## config.mk

```make
export PLATFORM = sky130hd
export DESIGN_NAME = ptw_walker
export DESIGN_NICKNAME = d
export VERILOG_FILES = /design/src/rtl/ptw_walker.sv
export SDC_FILE = /design/constraint.sdc
export NUM_CORES = 1
export LEC_CHECK = 0
export BUFFER_PORTS_ARGS = -buffer_cell sky130_fd_sc_hd__buf_2
export CAP_MARGIN = 10
export CORE_UTILIZATION = 35
export DETAILED_ROUTE_END_ITERATION = 7
export HOLD_SLACK_MARGIN = 0.15
export SETUP_SLACK_MARGIN = 0.3
export SKIP_LAST_GASP = 1
export SYNTH_ARGS = -nofsm -noshare
export SYNTH_HDL_FRONTEND = slang
export SYNTH_SLANG_ARGS = --single-unit
```

## constraint.sdc

```tcl
create_clock -name clk -period 6.1 [get_ports clk]
set_clock_uncertainty 0.2 [all_clocks]
set_input_delay 0.61 -clock clk [delete_from_list [all_inputs] [get_ports clk]]
set_output_delay 0.61 -clock clk [all_outputs]
set_load 0.1 [all_outputs]
```

## src/rtl/ptw_walker.sv

```systemverilog
module ptw_walker #(
  parameter int AW = 32
) (
  input  logic          clk,
  input  logic          rst_n,
  input  logic [AW-1:0] l1_base,
  input  logic          req_valid,
  output logic          req_ready,
  input  logic [AW-1:0] req_va,
  output logic          rsp_valid,
  input  logic          rsp_ready,
  output logic [AW-1:0] rsp_pa,
  output logic [1:0]    rsp_size,
  output logic          rsp_fault,
  output logic          rsp_level,
  output logic [AW-1:0] rsp_va,
  output logic          mem_req_valid,
  input  logic          mem_req_ready,
  output logic [AW-1:0] mem_req_addr,
  input  logic          mem_rsp_valid,
  input  logic [AW-1:0] mem_rsp_data
);
  localparam logic [1:0] SZ_NONE = 2'd0, SZ_SMALL = 2'd1, SZ_LARGE = 2'd2, SZ_SECT = 2'd3;

  typedef enum logic [2:0] {S_IDLE, S_L1_REQ, S_L1_WAIT, S_L2_REQ, S_L2_WAIT, S_RESP} st_t;

  st_t         st;
  logic [31:0] va_q, base_q, pa_q;
  logic [21:0] l2ptr_q;
  logic [1:0]  size_q;
  logic        fault_q, level_q;
  logic [31:0] d;

  assign d             = mem_rsp_data;
  assign req_ready     = (st == S_IDLE);
  assign rsp_valid     = (st == S_RESP);
  assign mem_req_valid = (st == S_L1_REQ) || (st == S_L2_REQ);
  assign mem_req_addr  = (st == S_L2_REQ) ? {l2ptr_q, va_q[19:12], 2'b00}
                                          : base_q + {18'd0, va_q[31:20], 2'b00};
  assign rsp_pa        = pa_q;
  assign rsp_size      = size_q;
  assign rsp_fault     = fault_q;
  assign rsp_level     = level_q;
  assign rsp_va        = va_q;

  always_ff @(posedge clk or negedge rst_n) begin
    if (!rst_n) begin
      st      <= S_IDLE;
      va_q    <= '0;
      base_q  <= '0;
      pa_q    <= '0;
      l2ptr_q <= '0;
      size_q  <= SZ_NONE;
      fault_q <= 1'b0;
      level_q <= 1'b0;
    end else begin
      case (st)
        S_IDLE: if (req_valid) begin
          va_q    <= req_va;
          base_q  <= l1_base;
          pa_q    <= '0;
          size_q  <= SZ_NONE;
          fault_q <= 1'b0;
          level_q <= 1'b0;
          st      <= S_L1_REQ;
        end
        S_L1_REQ: if (mem_req_ready) st <= S_L1_WAIT;
        S_L1_WAIT: if (mem_rsp_valid) begin
          case (d[1:0])
            2'b10: begin
              pa_q   <= {d[31:20], va_q[19:0]};
              size_q <= SZ_SECT;
              st     <= S_RESP;
            end
            2'b01: begin
              l2ptr_q <= d[31:10];
              st      <= S_L2_REQ;
            end
            default: begin
              fault_q <= 1'b1;
              level_q <= 1'b0;
              st      <= S_RESP;
            end
          endcase
        end
        S_L2_REQ: if (mem_req_ready) st <= S_L2_WAIT;
        S_L2_WAIT: if (mem_rsp_valid) begin
          if (d[1]) begin
            pa_q   <= {d[31:12], va_q[11:0]};
            size_q <= SZ_SMALL;
          end else if (d[0]) begin
            pa_q   <= {d[31:16], va_q[15:0]};
            size_q <= SZ_LARGE;
          end else begin
            fault_q <= 1'b1;
            level_q <= 1'b1;
          end
          st <= S_RESP;
        end
        S_RESP: if (rsp_ready) st <= S_IDLE;
        default: st <= S_IDLE;
      endcase
    end
  end
endmodule


```

==> qor.csv, run 1 <==
metric,value,unit
final non-filler cell total,1010,
antenna-violating nets left,0,
CP Capture Type,output port,
DIE AREA,18100,um2
worst path required time,5.29,ns
worst-path fanout max,9,
area grow syn2layout,29.0,%
cells after synthesis,581,
Total GRT Usage,0.190,
post-CTS setup buffer count,0,
register area share after synthesis,0.507,
unique cell type count in the Yosys netlist,47,
Simple-Gate Fraction of Synth Area,0.146,
post-DR vias/cell,4.83,
syn nets,699,
status,"finished, final reports clean",
number of global-route vias before repair,4779,
largest net degree at the start of global routing,79,
initial antenna violation count,0,
area of the core,17200,um2
Antenna Cells,0,
IO buf count,196,
Detail Placement HPWL,12100,um
ys async rst share,1.00,
DR DRC count,0,
Synthesis Warnings,0,
CP Data Arrival Time,3.30,ns
final hold vios,0,
synth top area cells,"dfrtp_1 51%, mux2_2 16%, nand2_1 5.8%, ha_1 3.0%, nand3_1 2.8%",
Netlist Area Pre-Place,6160,um2
Worst slew margin,0.235,
Max Transition Viols Final,0,
GRT overflow,0,
CP max stage delay,0.47,ns
Tightest Pin Transition,1.15,ns
fin crit share,0.673,
Worst Hold Class,input port to register,
"Top FF cell, synth",dfrtp_1,
DR vias,4882,
Post-synth EDFFs,0,
"Hold-fix buffers, CTS",1,
setup TNS,0,ns
clk_lat worst skew,0.41,ns
Post-Synth Adder-Cell Area,0.0337,
Initial Util,0.358,
"CTS clk-pin slew, worst paths",0.06,ns
critical path buffer and inverter count,1,
share of the synthesized area in the top cell type,0.507,
TritonCTS buffer count,17,
XOR/XNOR share of the synthesized area,0.0355,
Boundary Pins,205,
"CP delay by family, top",compound AO/OA/AOI/OAI gates,
placer's final routability congestion estimate,0.814,
largest family of logic cells by synthesized area,multiplexers,
Final Critical Period,4.11,ns
Crit-path slowest cell,buf_2,
Die Height,135,um
first-pass GRT wire length,26200,um
final WL,16400,um
CTS tree,done,
"commonest non-fill, non-tap cell in the layout",buf_2,
fill count,1662,
Synth Register Bits,125,
critical path class,register to output port,
Initial DRC Count,223,
max_cap viols,0,
Final Setup Violations,0,
fin util,0.461,
post-synthesis mux area share,0.157,
placed insts,977,
Resize count post-CTS,0,
drt pass-1 iters,4,
H-tree levels,4,
compound-cell area share of the yosys netlist,0.0954,
die width,135,um
clk sinks,125,
"area leader, netlist",dfrtp_1,
Worst Setup Start Kind,register,
"Cell Chain, Critical Path",ha_1 > fa_1 > a211o_1 > a21oi_1 > o211ai_4 > nand4_1 > xor2_1 > o21ai_0 > buf_2,
share of cells above drive strength 1,0.414,
most frequent cells in the layout,"195 x buf_2, 125 x dfrtp_1, 95 x nand2_1, 85 x mux2_2, 38 x nor2_1",
CTS Buffer Depth,2,
Site Rows,48,
syn_area_per_cell,10.6,um2
Fmax,0.243,GHz
Routed wire per std cell,16.2,um
clk root buf,clkbuf_16,
RSZ-0062 raised after global routing,false,
nets,890,
## state kept, by name, summed over array words and instances (netlist names)
signal / count
st: 3
rsp_size: 2
l2ptr_q: 22
rsp_va: 32
rsp_level: 1
base_q: 32
rsp_fault: 1
rsp_pa: 32
## cell usage after synthesis, drive strengths merged, types with 2 or more instances
cell	count
a21oi	24
nor3	3
xor2	14
a211o	2
o21a	2
clkbuf	15
nand2	95
ha	15
a211oi	3
inv	6
nand4	7
o31ai	2
o21ai	31
a21o	3
nor2b	6
a311oi	2
a221oi	9
xnor2	11
nand2b	3
nor2	38
and2	5
mux2	85
a31oi	4
and3	7
nand3	36
buf	14
dfrtp	125
## per-layer routing
layer,GRT usage,part of all wire
met1,0.253,0.47
met2,0.300,0.46
met3,0.0432,0.050
met4,0.0730,0.019
met5,0,0
## area by class of cell
cell class                      instances  area (um2)  area share
Inverter                                6        22.5     0.00283
Tap cell                              225         282      0.0354
Timing Repair Buffer                  201        1030       0.129
Multi-Input combinational cell        421        2900       0.364
Clock inverter                         14         158      0.0198
Sequential cell                       125        3130       0.393
Clock buffer                           18         439      0.0552
## stage by stage
| stage | cell area (um2) | hold slack (ns) | setup WS [ns] |
|---|---|---|---|
| global route | 7950 | 0.202 | 1.82 |
| finish | 7950 | 0.222 | 1.99 |
| global placement | 7340 | 0.245 | 2.37 |
| detailed placement | 7340 | 0.250 | 2.40 |
| floorplan | 6160 | 0.114 | 0.643 |
| CTS | 7950 | 0.199 | 1.93 |
## path summary, 6_finish.rpt
kind | from | endpoint | slack (ns) | depth (start not counted)
worst max-delay path | rsp_va[20]$_DFFE_PN0P_ | mem_req_addr[16] | 1.99 | 9
worst min-delay path | l1_base[7] | base_q[7]$_DFFE_PN0P_ | 0.22 | 2
worst max register to register | st[2]$_DFFE_PN0P_ | l2ptr_q[13]$_DFFE_PN0P_ | 3.12 | 4
worst min register to register | rsp_pa[6]$_DFFE_PN0P_ | rsp_pa[6]$_DFFE_PN0P_ | 0.26 | 2
max in group asynchronous | rst_n | rsp_pa[21]$_DFFE_PN0P_ | 3.93 | 3
min in group asynchronous | rst_n | rsp_va[25]$_DFFE_PN0P_ | 0.57 | 2
## kinds of logic after synthesis
logic type / count (synthesis)
muxes: 86
and+or+nand+nor: 203
xor gates and xnor gates: 25
buffers and inverters: 35
DFF: 125
AOI/OAI and AO/OA: 91
adders and majority gates: 16
Power of run 1 is left out: the tool's default activity adds up to more than one toggle a clock period on the data nets, which glitch-free logic cannot reach.
==> run 2, diff against run 1 <==
Settings changed: ABC_AREA set to 1.
Clock period 6.1 ns to 4.1 ns, I/O delays scaled along.
==> qor.csv, run 2 <==
metric,value,unit
"Top FF cell, synth",dfrtp_1,
Crit-path slowest cell,fa_1,
DR DRC count,0,
Synthesis Warnings,0,
Post-Synth Adder-Cell Area,0.0302,
placed insts,1358,
first-pass GRT wire length,34400,um
antenna-violating nets left,0,
CTS Buffer Depth,2,
Worst Setup Start Kind,register,
Initial DRC Count,423,
Routed wire per std cell,14.6,um
Detail Placement HPWL,15200,um
Synth top cells by count,"364 x nand2_1, 131 x inv_1, 125 x dfrtp_1, 58 x o21ai_0, 55 x nand3_1",
Initial Util,0.363,
most frequent cell after synthesis,nand2_1,
Max Transition Viols Final,0,
drt pass-1 iters,5,
GRT overflow,0,
clk_lat worst skew,0.42,ns
Simple-Gate Fraction of Synth Area,0.300,
critical path class,register to output port,
final hold vios,0,
max_cap viols,0,
post-synthesis mux area share,0.00327,
clk sinks,125,
final non-filler cell total,1478,
Post-synth EDFFs,0,
"area leader, netlist",dfrtp_1,
Worst Hold Class,input port to register,
nets,1324,
die width,142,um
unique cell type count in the Yosys netlist,39,
"Top cell by count, worst path",nand3_1,
DIE AREA,20200,um2
Worst slew margin,0.495,
initial antenna violation count,0,
Post-Layout Inst Area,9640,um2
CP Capture Type,output port,
H-tree levels,4,
CP Data Arrival Time,2.98,ns
largest net degree at the start of global routing,79,
"CTS clk-pin slew, worst paths",0.06,ns
fin util,0.509,
Antenna Cells,0,
"CP delay by family, top",simple AND/OR/NAND/NOR gates,
TritonCTS buffer count,17,
area grow syn2layout,40.1,%
IO buf count,196,
number of global-route vias before repair,6839,
largest family of logic cells by synthesized area,simple AND/OR/NAND/NOR gates,
Final Critical Period,3.59,ns
Die Height,142,um
synth top area cells,"dfrtp_1 45%, nand2_1 20%, inv_1 7.1%, o21ai_0 4.2%, nand3_1 4.0%",
Boundary Pins,205,
syn nets,1042,
CP max stage delay,0.44,ns
CTS tree,done,
"Cell Chain, Critical Path",ha_1 > fa_1 > nand3_1 > nand3_1 > nand3_1 > nand3_1 > nand3_1 > nand3_1 > nand2_1 > buf_2,
DR vias,6811,
final WL,21500,um
Site Rows,50,
fin crit share,0.876,
placer's final routability congestion estimate,0.856,
worst path required time,3.49,ns
cells after synthesis,924,
Fmax,0.278,GHz
post-DR vias/cell,4.61,
compound-cell area share of the yosys netlist,0.0964,
RSZ-0062 raised after global routing,false,
XOR/XNOR share of the synthesized area,0.0115,
worst-path fanout max,9,
ys async rst share,1.00,
most frequent cells in the layout,"364 x nand2_1, 193 x buf_2, 131 x inv_1, 125 x dfrtp_1, 89 x dlygate4sd3_1",
Total GRT Usage,0.221,
Final Setup Violations,0,
clk root buf,clkbuf_16,
fill count,1847,
Tightest Pin Transition,0.758,ns
Netlist Area Pre-Place,6880,um2
critical path buffer and inverter count,1,
share of cells above drive strength 1,0.232,
share of the synthesized area in the top cell type,0.455,
status,"finished, final reports clean",
syn_area_per_cell,7.45,um2
"commonest non-fill, non-tap cell in the layout",nand2_1,
register area share after synthesis,0.455,
area of placed instances,8100,um2
area of the core,19000,um2
Synth Register Bits,125,
setup TNS,0,ns
## run 2: stage by stage
| stage | hold WS, ns | worst slack (ns) |
|---|---|---|
| finish | 0.211 | 0.508 |
| floorplan | -0.0856 | 0.313 |
| detailed placement | 0.273 | 0.873 |
| global route | 0.243 | 0.332 |
| CTS | 0.206 | 0.427 |
| global placement | 0.265 | 0.905 |
## run 2: area by class of cell
| type | count | area (um2) | area share |
|---|---|---|---|
| sequential | 125 | 3130 | 0.325 |
| timing repair buffer | 295 | 1970 | 0.204 |
| clock inverter | 12 | 211 | 0.0219 |
| tap | 260 | 325 | 0.0337 |
| clock buffer | 19 | 433 | 0.0449 |
| multi-input combinational | 631 | 3060 | 0.317 |
| inverter | 136 | 510 | 0.0530 |
## run 2: kinds of logic after synthesis
| family | Yosys count |
|---|---|
| buffers and inverters | 168 |
| flip-flops | 125 |
| multiplexers | 2 |
| AO/OA/AOI/OAI | 113 |
| XOR/XNOR | 9 |
| AND/OR/NAND/NOR | 491 |
| adder cells (fa/ha/maj) | 16 |
## run 2: what timing repair did
| item | 4_1_cts | 5_1_grt |
|---|---|---|
| hold buffers | 89 | 0 |
| setup buffers | 0 | 0 |
| hold endpoints to repair | 175 | 0 |
| resized for setup | 0 | 2 |
| setup endpoints to repair | 0 | 2 |
## run 2: final timing paths
path	start	to	slack, ns	cells past startpoint
worst min-delay path	req_valid	st[0]$_DFFE_PN0P_	0.21	4
min in group asynchronous	rst_n	rsp_va[25]$_DFFE_PN0P_	0.38	2
worst max register to register	st[1]$_DFFE_PN0P_	rsp_size[0]$_DFFE_PN0P_	1.61	9
worst max-delay path	rsp_va[20]$_DFFE_PN0P_	mem_req_addr[22]	0.51	10
worst min register to register	l2ptr_q[6]$_DFFE_PN0P_	l2ptr_q[6]$_DFFE_PN0P_	0.28	2
max in group asynchronous	rst_n	rsp_pa[31]$_DFFE_PN0P_	2.38	3
## run 2: worst min-delay path, cell delays in order
cell	delay (ns)
buf_2	0.11
o21ai_2	0.10
inv_1	0.08
a21o_1	0.10
## run 2: layer usage
| metal | part of all wire | global-route usage |
|---|---|---|
| met3 | 0.058 | 0.0495 |
| met4 | 0.030 | 0.0973 |
| met1 | 0.44 | 0.273 |
| met2 | 0.47 | 0.371 |
| met5 | 0 | 0 |
Power of run 2 is left out for the same reason.
==> run 3, diff against run 2 <==
Settings changed: ABC_AREA 1 to unset.
==> qor.csv, run 3 (synthesis results as in run 1) <==
metric,value,unit
status,"finished, final reports clean",
critical path class,register to output port,
Worst Hold Class,input port to register,
Boundary Pins,205,
critical path buffer and inverter count,1,
Final Setup Violations,0,
Antenna Cells,0,
"CP delay by family, top",simple AND/OR/NAND/NOR gates,
Total GRT Usage,0.202,
die width,135,um
initial antenna violation count,0,
final non-filler cell total,1101,
fill count,1580,
most frequent cells in the layout,"183 x buf_2, 121 x dfrtp_1, 95 x nand2_1, 89 x dlygate4sd3_1, 85 x mux2_2",
Tightest Pin Transition,1.09,ns
H-tree levels,4,
TritonCTS buffer count,17,
worst-path fanout max,9,
Routed wire per std cell,15.9,um
DR DRC count,0,
CP startpoint,rsp_va[29]$_DFFE_PN0P_,
post-CTS setup buffer count,0,
post-DR vias/cell,4.81,
RSZ-0062 raised after global routing,true,
clk root buf,clkbuf_16,
"Cell Chain, Critical Path",ha_1 > and3_2 > nand3_2 > o211ai_4 > or4b_1 > xor2_1 > o21ai_4 > buf_4,
Fmax,0.273,GHz
CTS Buffer Depth,2,
share of cells above drive strength 1,0.413,
drt pass-1 iters,4,
nets,981,
area of the core,17200,um2
Site Rows,48,
IO buf count,196,
placed insts,980,
reg2reg start,st[2]$_DFFE_PN0P_,
Critical Path Stages,8,
DR vias,5293,
CP max stage delay,0.49,ns
CTS tree,done,
placer's final routability congestion estimate,0.825,
final WL,17600,um
CP Data Arrival Time,3.06,ns
fin crit share,0.894,
max_cap viols,0,
Die Height,135,um
DIE AREA,18100,um2
first-pass GRT wire length,28200,um
Crit-path slowest cell,or4b_1,
Detail Placement HPWL,12100,um
register-to-register setup slack,1.62,ns
worst path required time,3.49,ns
Final Critical Period,3.67,ns
CP Capture Type,output port,
fin util,0.529,
Worst Setup Start Kind,register,
GRT overflow,0,
"CTS clk-pin slew, worst paths",0.06,ns
Initial Util,0.358,
reg2reg end,l2ptr_q[14]$_DFFE_PN0P_,
area grow syn2layout,47.8,%
setup TNS,0,ns
Max Transition Viols Final,0,
R2R depth,5,
number of global-route vias before repair,5336,
antenna-violating nets left,0,
"commonest non-fill, non-tap cell in the layout",buf_2,
clk_lat worst skew,0.41,ns
final hold vios,0,
clk sinks,125,
largest net degree at the start of global routing,104,
crit path to,mem_req_addr[30],
Initial DRC Count,237,
Worst slew margin,0.275,
[run 3: changes by cell type in the layout (fill, tap and decap cells not counted), sizes merged, moves of 9 or more]
cell	before	now
a221oi	0	9
nand3	63	36
o22ai	17	1
nand2	370	95
inv	138	6
o21ai	80	31
mux2	2	85
a21oi	11	24
xor2	3	14
[run 3: final cells by class]
class                      count  area, um2  share of cell area
clock buffer                  19        453              0.0497
multi-input combinational    421       3130               0.343
tap                          225        282              0.0309
inverter                       6       22.5             0.00247
timing repair buffer         292       1970               0.217
clock inverter                13        119              0.0130
sequential                   125       3130               0.344
[run 3: per-stage QoR]
step | worst slack (ns) | cell area [um2] | hold slack [ns]
floorplan | 0.122 | 6380 | -0.0856
detailed placement | 0.607 | 7590 | 0.251
finish | 0.433 | 9110 | 0.203
CTS | 0.246 | 9100 | 0.178
global route | 0.290 | 9110 | 0.249
global placement | 0.626 | 7590 | 0.244
[run 3: worst reg2reg max path, stage by stage (launching register included)]
cell,delay [ns]
dfrtp_1,0.50
nand2b_1,0.30
nor2_1,0.44
and3_1,0.23
buf_4,0.30
mux2_2,0.39
[run 3: metal layers]
metal / up-vias / track usage / part of all wire
met5: - / 0 / 0
met2: 125 / 0.340 / 0.49
met4: 0 / 0.0712 / 0.013
met1: 2525 / 0.259 / 0.45
li1: 2627 / - / -
met3: 16 / 0.0375 / 0.041
[run 3: how the worst min path moves through the flow]
stage | end | cells after the start | from | slack (ns)
2_1_floorplan | base_q[0]$_DFFE_PN0P_ | 0 | rst_n | -0.09
3_3_place_gp | rsp_pa[7]$_DFFE_PN0P_ | 2 | rsp_pa[7]$_DFFE_PN0P_ | 0.24
3_5_place_dp | rsp_pa[3]$_DFFE_PN0P_ | 2 | rsp_pa[3]$_DFFE_PN0P_ | 0.25
4_1_cts | rsp_fault$_DFFE_PN0P_ | 4 | mem_rsp_data[0] | 0.18
5_1_grt | rsp_level$_DFFE_PN0P_ | 4 | mem_rsp_data[0] | 0.25
6_report | rsp_fault$_DFFE_PN0P_ | 4 | mem_rsp_data[0] | 0.20
[run 3: repair_timing]
action	CTS	global route
endpoints found under the hold margin	208	0
gates cloned	0	0
pin swaps	0	0
hold buffers	89	0
setup endpoints to repair	13	12
gates resized for setup	13	3
Power of run 3 is left out for the same reason.
